==> src/rtl/pirq_pkg.sv <==
package pirq_pkg;

   typedef struct packed {
      logic stat_rd;
      logic stat_acc;
      logic data_acc;
      logic zero_wr;
   } pirq_acc_t;

   function automatic logic [31:0] bit_mask(input int unsigned pos);
      return 32'd1 << pos;
   endfunction

endpackage

==> src/rtl/pirq_decode.sv <==
module pirq_decode
   import pirq_pkg::*;
#(
   parameter int unsigned ADDR_W    = 4,
   parameter int unsigned DATA_W    = 8,
   parameter int unsigned STAT_ADDR = 0,
   parameter int unsigned DATA_ADDR = 1,
   parameter int unsigned FLAG_BIT  = 5
) (
   input  logic [ADDR_W-1:0] addr_i,
   input  logic              rd_i,
   input  logic              wr_i,
   input  logic [DATA_W-1:0] wdata_i,
   output pirq_acc_t         acc_o
);
   localparam logic [ADDR_W-1:0] STAT_A = ADDR_W'(STAT_ADDR);
   localparam logic [ADDR_W-1:0] DATA_A = ADDR_W'(DATA_ADDR);
   localparam logic [DATA_W-1:0] F_MASK = DATA_W'(bit_mask(FLAG_BIT));

   logic hit_stat, hit_data, any_acc;

   always_comb begin
      any_acc        = rd_i | wr_i;
      hit_stat       = (addr_i == STAT_A);
      hit_data       = (addr_i == DATA_A);
      acc_o.stat_rd  = rd_i & hit_stat;
      acc_o.stat_acc = any_acc & hit_stat;
      acc_o.data_acc = any_acc & hit_data;
      acc_o.zero_wr  = wr_i & hit_stat & ((wdata_i & F_MASK) == '0);
   end
endmodule

==> src/rtl/pirq_seq.sv <==
module pirq_seq
   import pirq_pkg::*;
#(
   parameter bit SEQ_CLR_EN = 1'b1
) (
   input  logic      clk,
   input  logic      rst_n,
   input  pirq_acc_t acc_i,
   input  logic      flag_i,
   output logic      seq_clr_o,
   output logic      armed_o
);
   if (SEQ_CLR_EN) begin : g_seq
      logic arm_q, clr_any;

      always_comb begin
         seq_clr_o = acc_i.data_acc & arm_q;
         clr_any   = seq_clr_o | acc_i.zero_wr;
      end

      always_ff @(posedge clk or negedge rst_n) begin
         if (!rst_n)                           arm_q <= 1'b0;
         else if (clr_any)                     arm_q <= 1'b0;
         else if (acc_i.stat_acc && flag_i)    arm_q <= 1'b1;
      end

      assign armed_o = arm_q;
   end else begin : g_noseq
      assign seq_clr_o = 1'b0;
      assign armed_o   = 1'b0;
   end
endmodule

==> src/rtl/pirq_core.sv <==
module pirq_core
   import pirq_pkg::*;
#(
   parameter int unsigned DATA_W   = 8,
   parameter int unsigned FLAG_BIT = 5
) (
   input  logic              clk,
   input  logic              rst_n,
   input  logic              evt_i,
   input  logic              ien_i,
   input  logic              gmask_i,
   input  logic              stat_rd_i,
   input  logic              clr_i,
   output logic              flag_o,
   output logic              irq_o,
   output logic [DATA_W-1:0] rdata_o
);
   localparam logic [DATA_W-1:0] F_MASK = DATA_W'(bit_mask(FLAG_BIT));

   logic flag_q;

   always_ff @(posedge clk or negedge rst_n) begin
      if (!rst_n) flag_q <= 1'b0;
      else        flag_q <= evt_i | (flag_q & ~clr_i);
   end

   always_comb begin
      flag_o  = flag_q;
      irq_o   = flag_q & ien_i & ~gmask_i;
      rdata_o = (stat_rd_i && flag_q) ? F_MASK : '0;
   end
endmodule

==> src/rtl/pirq_flag_latch.sv <==
module pirq_flag_latch
   import pirq_pkg::*;
#(
   parameter int unsigned ADDR_W     = 4,
   parameter int unsigned DATA_W     = 8,
   parameter int unsigned STAT_ADDR  = 0,
   parameter int unsigned DATA_ADDR  = 1,
   parameter int unsigned FLAG_BIT   = 5,
   parameter bit          SEQ_CLR_EN = 1'b1
) (
   input  logic              clk,
   input  logic              rst_n,
   input  logic              evt_i,
   input  logic              ien_i,
   input  logic              gmask_i,
   input  logic [ADDR_W-1:0] addr_i,
   input  logic              rd_i,
   input  logic              wr_i,
   input  logic [DATA_W-1:0] wdata_i,
   output logic              irq_o,
   output logic [DATA_W-1:0] rdata_o
);
   localparam int unsigned ADDR_SPAN = 1 << ADDR_W;

   if (FLAG_BIT >= DATA_W) begin : g_bad_bit
      $error("FLAG_BIT outside the data word");
   end
   if (STAT_ADDR == DATA_ADDR) begin : g_bad_addr
      $error("status and data registers share an address");
   end
   if (STAT_ADDR >= ADDR_SPAN || DATA_ADDR >= ADDR_SPAN) begin : g_bad_span
      $error("register address does not fit ADDR_W");
   end

   pirq_acc_t acc;
   logic      flag_w, armed_w, seq_clr, clr_all;

   pirq_decode #(
      .ADDR_W(ADDR_W), .DATA_W(DATA_W), .STAT_ADDR(STAT_ADDR),
      .DATA_ADDR(DATA_ADDR), .FLAG_BIT(FLAG_BIT)
   ) u_dec (
      .addr_i(addr_i), .rd_i(rd_i), .wr_i(wr_i), .wdata_i(wdata_i), .acc_o(acc)
   );

   pirq_seq #(.SEQ_CLR_EN(SEQ_CLR_EN)) u_seq (
      .clk(clk), .rst_n(rst_n), .acc_i(acc), .flag_i(flag_w),
      .seq_clr_o(seq_clr), .armed_o(armed_w)
   );

   assign clr_all = seq_clr | acc.zero_wr;

   pirq_core #(.DATA_W(DATA_W), .FLAG_BIT(FLAG_BIT)) u_core (
      .clk(clk), .rst_n(rst_n), .evt_i(evt_i), .ien_i(ien_i), .gmask_i(gmask_i),
      .stat_rd_i(acc.stat_rd), .clr_i(clr_all), .flag_o(flag_w),
      .irq_o(irq_o), .rdata_o(rdata_o)
   );
endmodule

==> config.mk <==
export PLATFORM = sky130hd
export DESIGN_NAME = pirq_flag_latch
export DESIGN_NICKNAME = d
export VERILOG_FILES = /design/src/rtl/pirq_pkg.sv /design/src/rtl/pirq_decode.sv /design/src/rtl/pirq_seq.sv /design/src/rtl/pirq_core.sv /design/src/rtl/pirq_flag_latch.sv
export SDC_FILE = /design/constraint.sdc
export NUM_CORES = 1
export LEC_CHECK = 0
export ABC_AREA = 1
export BUFFER_PORTS_ARGS = -buffer_cell sky130_fd_sc_hd__buf_2
export CAP_MARGIN = 20
export CORE_AREA = 8 8 45 47
export DETAILED_ROUTE_END_ITERATION = 16
export DIE_AREA = 0 0 53 55
export MAX_ROUTING_LAYER = met4
export PLACE_DENSITY = 0.54
export SYNTH_ARGS = -nofsm -noshare
export SYNTH_HDL_FRONTEND = slang
export SYNTH_SLANG_ARGS = --single-unit
==> constraint.sdc <==
create_clock -name clk -period 1 [get_ports clk]
set_input_delay 0.05 -clock clk [delete_from_list [all_inputs] [get_ports clk]]
set_output_delay 0.05 -clock clk [all_outputs]
set_load 0.05 [all_outputs]
Yosys cells after proc, flatten, opt, wreduce, memory -nomap -nowiden
Cells that the tools add are included.

Add/sub/neg operators: 0. $mul: 0. Divide/modulo/power cells: 0. Order comparisons: 0. Eq/ne operators: 1. Shift-type cells: 0. Multiplexer cells: 3. Bitwise gates (word level): 14. Reduce and logical (&&, ||, !) cells: 5.

Operator list (number): 1-bit bitwise AND (9); 8-bit zero test (1); 6-bit two-way mux (1); 4-bit by 1-bit == test with 1-bit output (second input constant) (1); 4-bit zero test (1); 1-bit bitwise OR (3); 1-bit logical AND (2); 1-bit two-way mux (2); 1-bit inverter (2); 2-bit nonzero test (1).

Register bits after elaboration: 2. Latch bits: 0. Memory bits (writable): 0. ROM bits: 0. Input port bits: 19. Memories: 0.

Longest topological paths before layout
Depth after elaboration: 7. Depth in mapped cells: 6.

Cells and area by module
From an unflattened synthesis, not the netlist that was laid out.

Cell total of the unflattened synthesis: 43. Area total of the unflattened synthesis: 234.0 um^2.

By module, submodules not included: pirq_core (times used 1, cells each 17, area an instance 111.4 um^2); pirq_decode (times used 1, cells each 16, area an instance 62.6 um^2); pirq_seq (times used 1, cells each 7, area an instance 48.8 um^2); pirq_flag_latch (times used 1, cells each 3, area an instance 11.3 um^2).

Least setup slack after synthesis
OpenSTA, ideal clock, no wires.

Path type: register to output. From: register u_core.flag_q (netlist: u_core.flag_o). To: output port rdata_o[5]. Data arrival time: 1.088 ns. Data required time: 0.950 ns. Path slack: -0.138 ns. Cell stages (with the launch flop): 3. Path buffers: 0. Cells stage by stage: dfrtp_1 > nand3_1 > nor2_1.

Cells in the longest elaborated chain, start to end: 2.

RTL lines: start: declaration (RTL line pirq_core.sv:20) `logic flag_q;`; start signal: assignment (RTL line pirq_core.sv:24) `else flag_q <= evt_i | (flag_q & ~clr_i);`; 1-bit logical AND (RTL line pirq_core.sv:30) `rdata_o = (stat_rd_i && flag_q) ? F_MASK : '0;`; 6-bit two-way mux (RTL line pirq_core.sv:30); end: declaration (RTL line pirq_flag_latch.sv:21) `output logic [DATA_W-1:0] rdata_o`.

No other way between the ends.

Final worst setup path
Same ends and word-level chain as after synthesis.

==> parameters.txt <==
Parameter                              Value

Routing
  Routed length per placed instance    8.043 um
  Final wirelength    about 560 um
  Final ANT Viol Nets    0
  Post-route DRC violation count    0
  Detailed-router iteration count before antenna repair    2
  Via Count    235
  Via density per instance    ~3.4
  First-iteration detailed-routing DRC count    5

STA
  Final worst path period share    0.9828
  Maximum operating frequency    1017 MHz
  Count of pins over their slew limit    0
  Setup repair after global routing missed its margin    yes
  Max Clock Skew    0.9463 ps
  Final critical delay including setup and external delays    roughly 980 ps
  Count of final hold-check violations    0
  Count of endpoints failing setup in the final report    0

Critical path
  Category of the worst setup path launch point    register
  Category of the worst setup path capture point    output pin
  Worst Path Required    950 ps
  Source of the worst register-to-register timing path    u_seq.armed_o
  Worst reg-to-reg setup slack    210 ps
  Worst R2R End    u_seq.armed_o
  Timing endpoint of the critical path    rdata_o[5]
  Startpoint of the most critical setup path    u_core.flag_o
  Depth of the most critical reg-to-reg path    5
  Critical path data arrival time    930 ps
  Category of the most critical setup path    register to output pin
  Crit-path max FO    3

Placement
  Placed cell areas    276.5 sq um
  Post-detail-place hpwl    497.5 um
  Routability-driven placement congestion ratio    0.6817
  Number of instances in the placed design    64
  Number of input and output port buffers inserted    13

Logic synthesis
  Cell variety after synth    10
  YS warnings    0
  Flip-flop and latch count after synthesis    2
  Commonest register cell after synthesis    sky130_fd_sc_hd__dfrtp_1
  Mean post-synth cell area    6.013 sq um
  EDFF count, synth    0
  Post-synthesis cell type with the largest combined area    sky130_fd_sc_hd__buf_4
  Share of the yosys chip area belonging to registers    0.2312
  Top cell type's share of synthesized area    0.2428
  Synth Cell Area    216.5 sq um
  Gate count after technology mapping    36
  Most used standard cells in the synthesized netlist    sky130_fd_sc_hd__buf_4 (7), sky130_fd_sc_hd__inv_1 (7), sky130_fd_sc_hd__nand2_1 (6), sky130_fd_sc_hd__nor2_1 (6), sky130_fd_sc_hd__nand3_1 (3)
  Main area contributors after synthesis    sky130_fd_sc_hd__buf_4 (24%), sky130_fd_sc_hd__dfrtp_1 (23%), sky130_fd_sc_hd__inv_1 (12%), sky130_fd_sc_hd__nand2_1 (10%), sky130_fd_sc_hd__nor2_1 (10%)
  Share of synthesized registers carrying an async set or reset    1.000

Clocking
  Inserted Clock Buffers    3
  TritonCTS clock tree    yes
  Root buf cell    sky130_fd_sc_hd__clkbuf_4
  Clock edge transition at the registers on the reported setup and hold paths    approximately 30 ps
  Sink count of the clock tree    2
  CTS max path bufs    2
  Worst-Skew Late Latency    220 ps
  Number of H-tree branching levels    1

Outcome
  Outcome    finished clean

Floorplanning
  Die Outline Area    about 3000 sq um
  Top Ports    28
  Vert. Die Dim    between 50 and 60 um
  Die X-Extent    53 um
  Std-Cell Core Area    1384 sq um
  Starting utilization of the core area    0.1564
  Std cell rows    14

Pwr
  Static Leak    0.1961 nW
  Overall Power    0.4183 mW
  Peak VDD IR    0.4751 mV
  Power per unit of standard cell area    1271 nW/um^2

Final layout
  Summed area of non-filler cells in the final layout    approximately 330 sq um
  Diodes inserted    0
  Synthesis-to-layout area growth    52.02%
  Final-stage net count    between 70 and 80
  Non-Filler Instances    69
  Share of post-route cells with drive strength above 1    0.3962

Global routing
  All-layer global routing usage    0.04451
  Largest net degree at the start of global routing    4
  Most utilized layer in the global route result    met2
  Met2 Use GR    0.06445
  Initial antenna violation count    0
  Met1 usage in global routing    0.03196
  Met3 Use GR    0.04278
  Via count of the first global-routing pass    219
  Remaining Overflow, GRT    0
  Wire length of the first global-routing pass    slightly above 800 um

Min path
  Path category of the worst min-delay check    primary input to register

Flow run
  Max-cap viol count    0
[stage by stage]
stage / utilization / setup WS, ps / hold WS [ps] / TNS [ps]
2_1_floorplan: - / 75.12 / -245.6 / 0
3_3_place_gp: 0.1998 / 125.8 / -164.6 / 0
3_5_place_dp: 0.1998 / 129.3 / -161.1 / 0
4_1_cts: 0.2351 / -11.81 / 3.581 / -11.81
5_1_grt: 0.2378 / -61.96 / 21.19 / -73.69
6_report: 0.2378 / 17.18 / 10.73 / 0
[how the worst min path moves through the flow]
stage | from | end | slack (ps) | depth (start not counted)
2_1_floorplan | rst_n | u_core.flag_o | -250 | 0
3_3_place_gp | rst_n | u_core.flag_o | -160 | 1
3_5_place_dp | rst_n | u_core.flag_o | -160 | 1
4_1_cts | evt_i | u_core.flag_o | 4 | 3
5_1_grt | evt_i | u_core.flag_o | 20 | 3
6_report | evt_i | u_core.flag_o | 10 | 3
[layer usage]
metal / part of all wire / vias up
met5: 0 / -
met4: 0 / 0
li1: - / 126
met1: 0.35 / 100
met2: 0.54 / 9
met3: 0.11 / 0
[cells by family after synthesis]
logic type	count (synthesis)	share of synthesized area
flip-flops	2	0.2312
buffers and inverters	14	0.3642
AO/OA/AOI/OAI	1	0.02310
other	1	0.01732
AND/OR/NAND/NOR	18	0.3641
[cell usage in the layout, fill, tap and decap left out, drive strengths merged]
cell type	n
a21oi	1
buf	14
clkbuf	3
conb	7
dfrtp	2
dlygate4sd3	1
inv	7
nand2	6
nand3	3
nand4	1
nor2	8
[flip-flops by register name, summed over array words and instances (netlist names)]
name,cells
u_seq.armed_o,1
u_core.flag_o,1
[repair_timing]
action | 4_1_cts | 5_1_grt
endpoints found under the hold margin | 2 | 0
setup endpoints to repair | 2 | 2
setup buffers | 1 | 0
hold buffers | 1 | 0
gates resized for setup | 3 | 1
[worst max-delay path, cell delays in order, from the launching register on]
cell and delay, ps:
sky130_fd_sc_hd__dfrtp_1 350, sky130_fd_sc_hd__nand3_1 90, sky130_fd_sc_hd__nor2_2 100, sky130_fd_sc_hd__buf_6 160
[power breakdown]
part / switching, mW / internal (mW) / total (mW)
registers: 0.00628 / 0.0933 / 0.0995
clock network: 0.0425 / 0.132 / 0.175
logic: 0.103 / 0.0414 / 0.144
[area by class of cell]
type | instances | area (sq um)
Multi-Input combinational cell | 26 | 115.1
Inverter | 7 | 26.28
Fill cell | 167 | 1055
Timing Repair Buffer | 15 | 95.09
Clock buffer | 3 | 22.52
Tap cell | 16 | 20.02
Sequential cell | 2 | 50.05
No activity file was read; power rests on OpenSTA's default activity.
